--- config.mk ---
export PLATFORM = sky130hd
export DESIGN_NAME = lane_rot_vc_alloc
export DESIGN_NICKNAME = d
export VERILOG_FILES = /design/src/rtl/lrva_pkg.sv /design/src/rtl/lrva_pick.sv /design/src/rtl/lrva_rot_ctr.sv /design/src/rtl/lrva_port_trk.sv /design/src/rtl/lane_rot_vc_alloc.sv
export SDC_FILE = /design/constraint.sdc
export NUM_CORES = 1
export LEC_CHECK = 0
export ABC_AREA = 1
export ABC_CLOCK_PERIOD_IN_PS = 3700
export BUFFER_PORTS_ARGS = -buffer_cell sky130_fd_sc_hd__buf_2
export CAP_MARGIN = 40
export CORE_UTILIZATION = 40
export CTS_BUF_LIST = sky130_fd_sc_hd__clkbuf_16
export CTS_CLUSTER_DIAMETER = 60
export DETAILED_ROUTE_END_ITERATION = 16
export GPL_ROUTABILITY_DRIVEN = 0
export PLACE_DENSITY = 0.6
export SYNTH_ARGS = -nofsm -noshare
export SYNTH_HDL_FRONTEND = slang
export SYNTH_SLANG_ARGS = --single-unit
--- constraint.sdc ---
create_clock -name clk -period 3.7 [get_ports clk]
set_clock_uncertainty 0.15 [all_clocks]
set_input_delay 0.74 -clock clk [delete_from_list [all_inputs] [get_ports clk]]
set_output_delay 0.74 -clock clk [all_outputs]
set_load 0.01 [all_outputs]
--- src/rtl/lrva_pkg.sv ---
package lrva_pkg;
  // Index reached by stepping k places upward from start, wrapping at n.
  function automatic int unsigned cyc_idx(input int unsigned start,
                                          input int unsigned k,
                                          input int unsigned n);
    return (start + k) % n;
  endfunction
endpackage

--- src/rtl/lrva_pick.sv ---
module lrva_pick #(
  parameter int NVC = 4,
  parameter int VCW = 2
) (
  input  logic [NVC-1:0] avail_i,
  input  logic [VCW-1:0] start_i,
  output logic           found_o,
  output logic [VCW-1:0] idx_o
);
  import lrva_pkg::*;

  always_comb begin
    found_o = 1'b0;
    idx_o   = start_i;
    for (int k = 0; k < NVC; k++) begin
      int unsigned c;
      c = cyc_idx(int'(start_i), k, NVC);
      if (!found_o && avail_i[c]) begin
        found_o = 1'b1;
        idx_o   = VCW'(c);
      end
    end
  end
endmodule

--- src/rtl/lrva_rot_ctr.sv ---
module lrva_rot_ctr #(
  parameter int NP  = 2,
  parameter int NVC = 4,
  parameter int VCW = 2
) (
  input  logic           clk,
  input  logic           rst,
  input  logic           en_i,
  input  logic [NP-1:0]  hd_take_i,
  output logic [VCW-1:0] cnt_o
);
  logic [VCW-1:0] cnt_q;

  always_ff @(posedge clk) begin
    if (rst)
      cnt_q <= '0;
    else if (en_i)
      cnt_q <= VCW'((int'(cnt_q) + $countones(hd_take_i)) % NVC);
  end

  assign cnt_o = cnt_q;

  assert_ctr_frozen_R2: assert property (@(posedge clk) disable iff (rst)
    !en_i |=> $stable(cnt_q));
endmodule

--- src/rtl/lrva_port_trk.sv ---
module lrva_port_trk #(
  parameter int VCW = 2
) (
  input  logic           clk,
  input  logic           rst,
  input  logic           take_head_i,
  input  logic           take_body_i,
  input  logic           tail_i,
  input  logic [VCW-1:0] new_vc_i,
  output logic           active_o,
  output logic [VCW-1:0] cur_vc_o
);
  always_ff @(posedge clk) begin
    if (rst) begin
      active_o <= 1'b0;
      cur_vc_o <= '0;
    end else if (take_head_i) begin
      active_o <= ~tail_i;
      cur_vc_o <= new_vc_i;
    end else if (take_body_i && tail_i) begin
      active_o <= 1'b0;
    end
  end

  assert_vc_follows_R7: assert property (@(posedge clk) disable iff (rst)
    (active_o && !take_head_i) |=> $stable(cur_vc_o));
endmodule

--- src/rtl/lane_rot_vc_alloc.sv ---
module lane_rot_vc_alloc #(
  parameter int NP  = 2,
  parameter int VPP = 2,
  localparam int NVC = NP * VPP,
  localparam int VCW = (NVC > 1) ? $clog2(NVC) : 1,
  localparam int LW  = (NP > 1) ? $clog2(NP) : 1
) (
  input  logic                   clk,
  input  logic                   rst,
  input  logic                   rotate_en_i,
  input  logic [NP-1:0]          flit_valid_i,
  input  logic [NP-1:0]          flit_head_i,
  input  logic [NP-1:0]          flit_tail_i,
  input  logic [NVC-1:0]         vc_free_i,
  output logic [NP-1:0]          flit_ready_o,
  output logic [NP-1:0]          grant_valid_o,
  output logic [NP-1:0][VCW-1:0] grant_vc_o,
  output logic [NP-1:0][LW-1:0]  grant_lane_o
);
  logic [NVC-1:0]         held_q;
  logic [NVC-1:0]         mask [NP+1];
  logic [VCW-1:0]         cnt;
  logic [NP-1:0]          found;
  logic [NP-1:0]          hd_take;
  logic [NP-1:0]          bd_take;
  logic [NP-1:0]          active;
  logic [NP-1:0][VCW-1:0] pick;
  logic [NP-1:0][VCW-1:0] start;
  logic [NP-1:0][VCW-1:0] cur_vc;

  assign mask[0] = vc_free_i & ~held_q;

  lrva_rot_ctr #(.NP(NP), .NVC(NVC), .VCW(VCW)) u_ctr (
    .clk(clk), .rst(rst), .en_i(rotate_en_i),
    .hd_take_i(hd_take), .cnt_o(cnt)
  );

  for (genvar p = 0; p < NP; p++) begin : g_port
    localparam int HOME = p * VPP;

    assign start[p] = rotate_en_i ? VCW'((HOME + int'(cnt)) % NVC) : VCW'(HOME);

    lrva_pick #(.NVC(NVC), .VCW(VCW)) u_pick (
      .avail_i(mask[p]), .start_i(start[p]),
      .found_o(found[p]), .idx_o(pick[p])
    );

    assign hd_take[p] = flit_valid_i[p] & flit_head_i[p] & found[p];
    assign bd_take[p] = flit_valid_i[p] & ~flit_head_i[p] & active[p];
    assign flit_ready_o[p] = ~flit_head_i[p] | found[p];
    assign mask[p+1] = hd_take[p] ? (mask[p] & ~(NVC'(1) << pick[p])) : mask[p];

    lrva_port_trk #(.VCW(VCW)) u_trk (
      .clk(clk), .rst(rst),
      .take_head_i(hd_take[p]), .take_body_i(bd_take[p]),
      .tail_i(flit_tail_i[p]), .new_vc_i(pick[p]),
      .active_o(active[p]), .cur_vc_o(cur_vc[p])
    );

    always_ff @(posedge clk) begin
      if (rst) begin
        grant_valid_o[p] <= 1'b0;
        grant_vc_o[p]    <= '0;
        grant_lane_o[p]  <= '0;
      end else begin
        grant_valid_o[p] <= hd_take[p] | bd_take[p];
        if (hd_take[p]) begin
          grant_vc_o[p]   <= pick[p];
          grant_lane_o[p] <= LW'(int'(pick[p]) / VPP);
        end else if (bd_take[p]) begin
          grant_vc_o[p]   <= cur_vc[p];
          grant_lane_o[p] <= LW'(int'(cur_vc[p]) / VPP);
        end
      end
    end

    assert_head_only_stall_R5: assert property (@(posedge clk) disable iff (rst)
      (flit_valid_i[p] && !flit_ready_o[p]) |-> flit_head_i[p]);

    assert_no_double_hold_R8: assert property (@(posedge clk) disable iff (rst)
      hd_take[p] |-> !held_q[pick[p]]);

    assert_grant_report_R9: assert property (@(posedge clk) disable iff (rst)
      hd_take[p] |=> (grant_valid_o[p] && grant_vc_o[p] == $past(pick[p])));

    for (genvar q = p + 1; q < NP; q++) begin : g_pair
      assert_distinct_vc_R6: assert property (@(posedge clk) disable iff (rst)
        (hd_take[p] && hd_take[q]) |-> (pick[p] != pick[q]));
    end
  end

  always_ff @(posedge clk) begin
    if (rst) begin
      held_q <= '0;
    end else begin
      for (int p = 0; p < NP; p++) begin
        if (bd_take[p] && flit_tail_i[p]) held_q[cur_vc[p]] <= 1'b0;
        if (hd_take[p] && !flit_tail_i[p]) held_q[pick[p]] <= 1'b1;
      end
    end
  end
endmodule

==> metrics <==
outcome completed; placed cell count 362; Final Cycle Share 97.5%; Synth cell types 33; Setup crit start rotate_en_i; cell family with most CP delay simple AND/OR/NAND/NOR gates; cell mode on critical path nand2_2; Total GRT Usage 19.0%; die width 68.7 um; Final Setup Violations 0; I/O pin total 23; Worst Hold Path EP g_port[1].u_trk.active_o; average size of a mapped cell 6.31 um^2; vias in the first global route 1,536; DRC violations left 0; VDD IR-drop max 0.288 mV; largest net degree at the start of global routing 14; register-to-register setup slack 0.61 ns; first-pass GRT wire length 6.67 mm; Yosys warning count 0; synthesized area 1780 um^2; antenna cell count 0; area of the multi-input gates 1280 um^2; Buf/Inv on CP 3; Worst EP required 2.81 ns; Initial DRC Count 72; # H-tree levels 1; Syn Nets 296; initial antenna violation count 0; post-layout util 55.4%; wirelength, routed 4.46 mm; worst hold start g_port[1].u_trk.active_o; grt total ovfl 0; Final Power 0.811 mW; TritonCTS Buffers 3; max incr delay on CP 0.20 ns; Final Hold Violating Endpoints 0; Reg2Reg Depth 24; fin crit period 3.61 ns; max_cap viols 0; clk root buf clkbuf_16; non-filler instance count after layout 379; core area 4140 um^2; die area 4720 um^2; initial core utilization 42.9%; critical path fanouts, max 6; CTS tree done; end of the worst register-to-register path grant_vc_o[3]; vias post-DR 1,870; slowest CP cell nand4_1; worst r2r src u_ctr.cnt_o[0]; Leak Pwr 1.20 nW; Hold Path Class flip-flop to flip-flop; Critical Path AT 2.72 ns; Worst-Margin Slew 0.281 ns; Hold Path Cell Cnt 2; EDFF count, synth 0; Setup CP Type primary input to output pin; Filler Cell Count 422; max-slew violations 0; area grow syn2layout 29.1%; DR pass1 iterations 4; Hold Buf Count CTS 0; fmax 277 MHz; Reg area 360 um^2; crit-path cells buf_6 -> nand2_8 -> buf_6 -> nand3_2 -> nand3_2 -> nand2_4 -> nand2_2 -> nand2_1 -> nand2_1 -> nand2_2 -> nand2_4 -> nand4_1 -> nand2_2 -> nand3_2 -> nand2_2 -> nand3_4 -> nor2_4 -> nand2_1 -> buf_2; most common cell after layout, fill and taps aside nand2_1; # port buffers 22; Routed Antenna Nets 0; hpwl dp 3.39 mm; predominant post-synthesis flop cell dfxtp_1; clk sink count 18; WL/cell 11.8 um; Max transition margin 81.3%; Worst-Skew Late Latency 0.25 ns; Cell Rows 23; Post-synth ARST share 0%; Clock Pin Slew Worst Setup and Hold Paths 0.05 ns; flops & latches, synth 18; most frequent cells in the layout 77 x nand2_1, 38 x inv_1, 27 x buf_4; clk buf depth 2; post-synthesis sequential area ratio 20.3%; Nets 345; DR vias/cell 4.93; layout cells sized above 1 37.7%; Power Density 353 nW/um^2; Post-Syn Instances 282; chip height 68.7 um; Worst setup EP type output pin; nature of the critical path startpoint primary input
-- per-layer routing --
layer	global-route usage, %	vias up	wire [um]
met4	6.12	0	53
met5	0	-	0
met3	1.64	5	138
li1	-	994	-
met2	32.8	43	2180
met1	24.7	828	2090
-- state kept, by name (all words and copies together) (netlist names) --
name,cells
g_port.u_trk.active_o,2
grant_vc_o,4
u_ctr.cnt_o,2
grant_valid_o,2
held_q,4
g_port.u_trk.cur_vc_o,4
-- how the worst max path moves through the flow --
stage                     depth (start not counted)  slack (ns)         endpoint
after floorplan                                  17        0.41  flit_ready_o[1]
after global placement                           20       -0.01  flit_ready_o[1]
after detailed placement                         20       -0.05  flit_ready_o[1]
after CTS                                        21      0.0004  flit_ready_o[1]
after global routing                             18       -0.02  flit_ready_o[1]
final                                            19        0.09  flit_ready_o[1]
-- synth_stat cells (2+ instances only) --
master / number / area, um^2
nand2_1: 88 / 330
inv_1: 38 / 143
nand3_1: 30 / 150
dfxtp_1: 18 / 360
nand2_2: 17 / 106
nor2_1: 14 / 52.6
nand3_2: 8 / 80.1
nand2_4: 7 / 78.8
a21oi_1: 6 / 30.0
o21ai_0: 6 / 30.0
nor2_2: 5 / 31.3
a21oi_2: 4 / 35.0
buf_6: 4 / 45.0
nand4_1: 4 / 25.0
nor2_4: 4 / 45.0
nor3_1: 4 / 20.0
o22ai_1: 4 / 25.0
o21ai_1: 3 / 15.0
buf_4: 2 / 15.0
inv_2: 2 / 7.51
o211ai_1: 2 / 15.0
-- area by class of cell --
cell class,count,share of cell area [%]
repair buffers,51,14.9
well taps,50,2.72
multi-input cells,215,55.8
inverters,42,7.63
flip-flops and latches,18,15.7
clock buffers,3,3.27
-- logic make-up after synthesis --
kind of cell    share of synthesized area (%)
fa+ha+maj                               0.703
compound gates                           10.8
simple gates                             54.9
buf+inv                                  12.8
xor+xnor                                0.492
flops                                    20.3
-- worst reg2reg max path: stages (launching register included) --
cell and delay, ns:
dfxtp_1 0.47, nand2_8 0.12, buf_6 0.16, nand2_2 0.07, nand2_2 0.06, nand2_2 0.08
nand2_4 0.07, nand2_2 0.09, nand2_1 0.05, nand2_1 0.07, nand2_2 0.07, nand2_4 0.10
nand4_1 0.20, nand2_2 0.16, nand3_2 0.07, nand2_2 0.11, nand3_4 0.09, buf_4 0.14
buf_4 0.13, o21ai_4 0.17, nand2_2 0.10, o21ai_1 0.12, inv_1 0.05, nand2_1 0.06
inv_1 0.03
-- where the power goes --
group          leakage [nW]  switching [mW]  total [mW]  internal (mW)
clock network        0.0370          0.0691       0.211          0.142
logic                  1.02           0.229       0.377          0.148
registers             0.147          0.0116       0.222          0.211
total                  1.20           0.309       0.811          0.501
-- stage by stage --
step | setup WS (ns) | TNS [ns] | cell area, um^2 | hold WS (ns)
2_1_floorplan | 0.406 | 0 | 1780 | 0.283
3_3_place_gp | -0.0142 | -0.0142 | 2000 | 0.307
3_5_place_dp | -0.0493 | -0.0493 | 2000 | 0.313
4_1_cts | 0.000421 | 0 | 2090 | 0.320
5_1_grt | -0.0193 | -0.0193 | 2300 | 0.350
6_report | 0.0917 | 0 | 2300 | 0.311
-- repair_timing --
item,CTS,global route
resized for setup,1,32
endpoints found under the hold margin,0,0
buffers inserted,1,12
setup endpoints to repair,1,1
pin swaps,1,20
gates cloned,0,1
No activity file was read; power rests on OpenSTA's default activity.
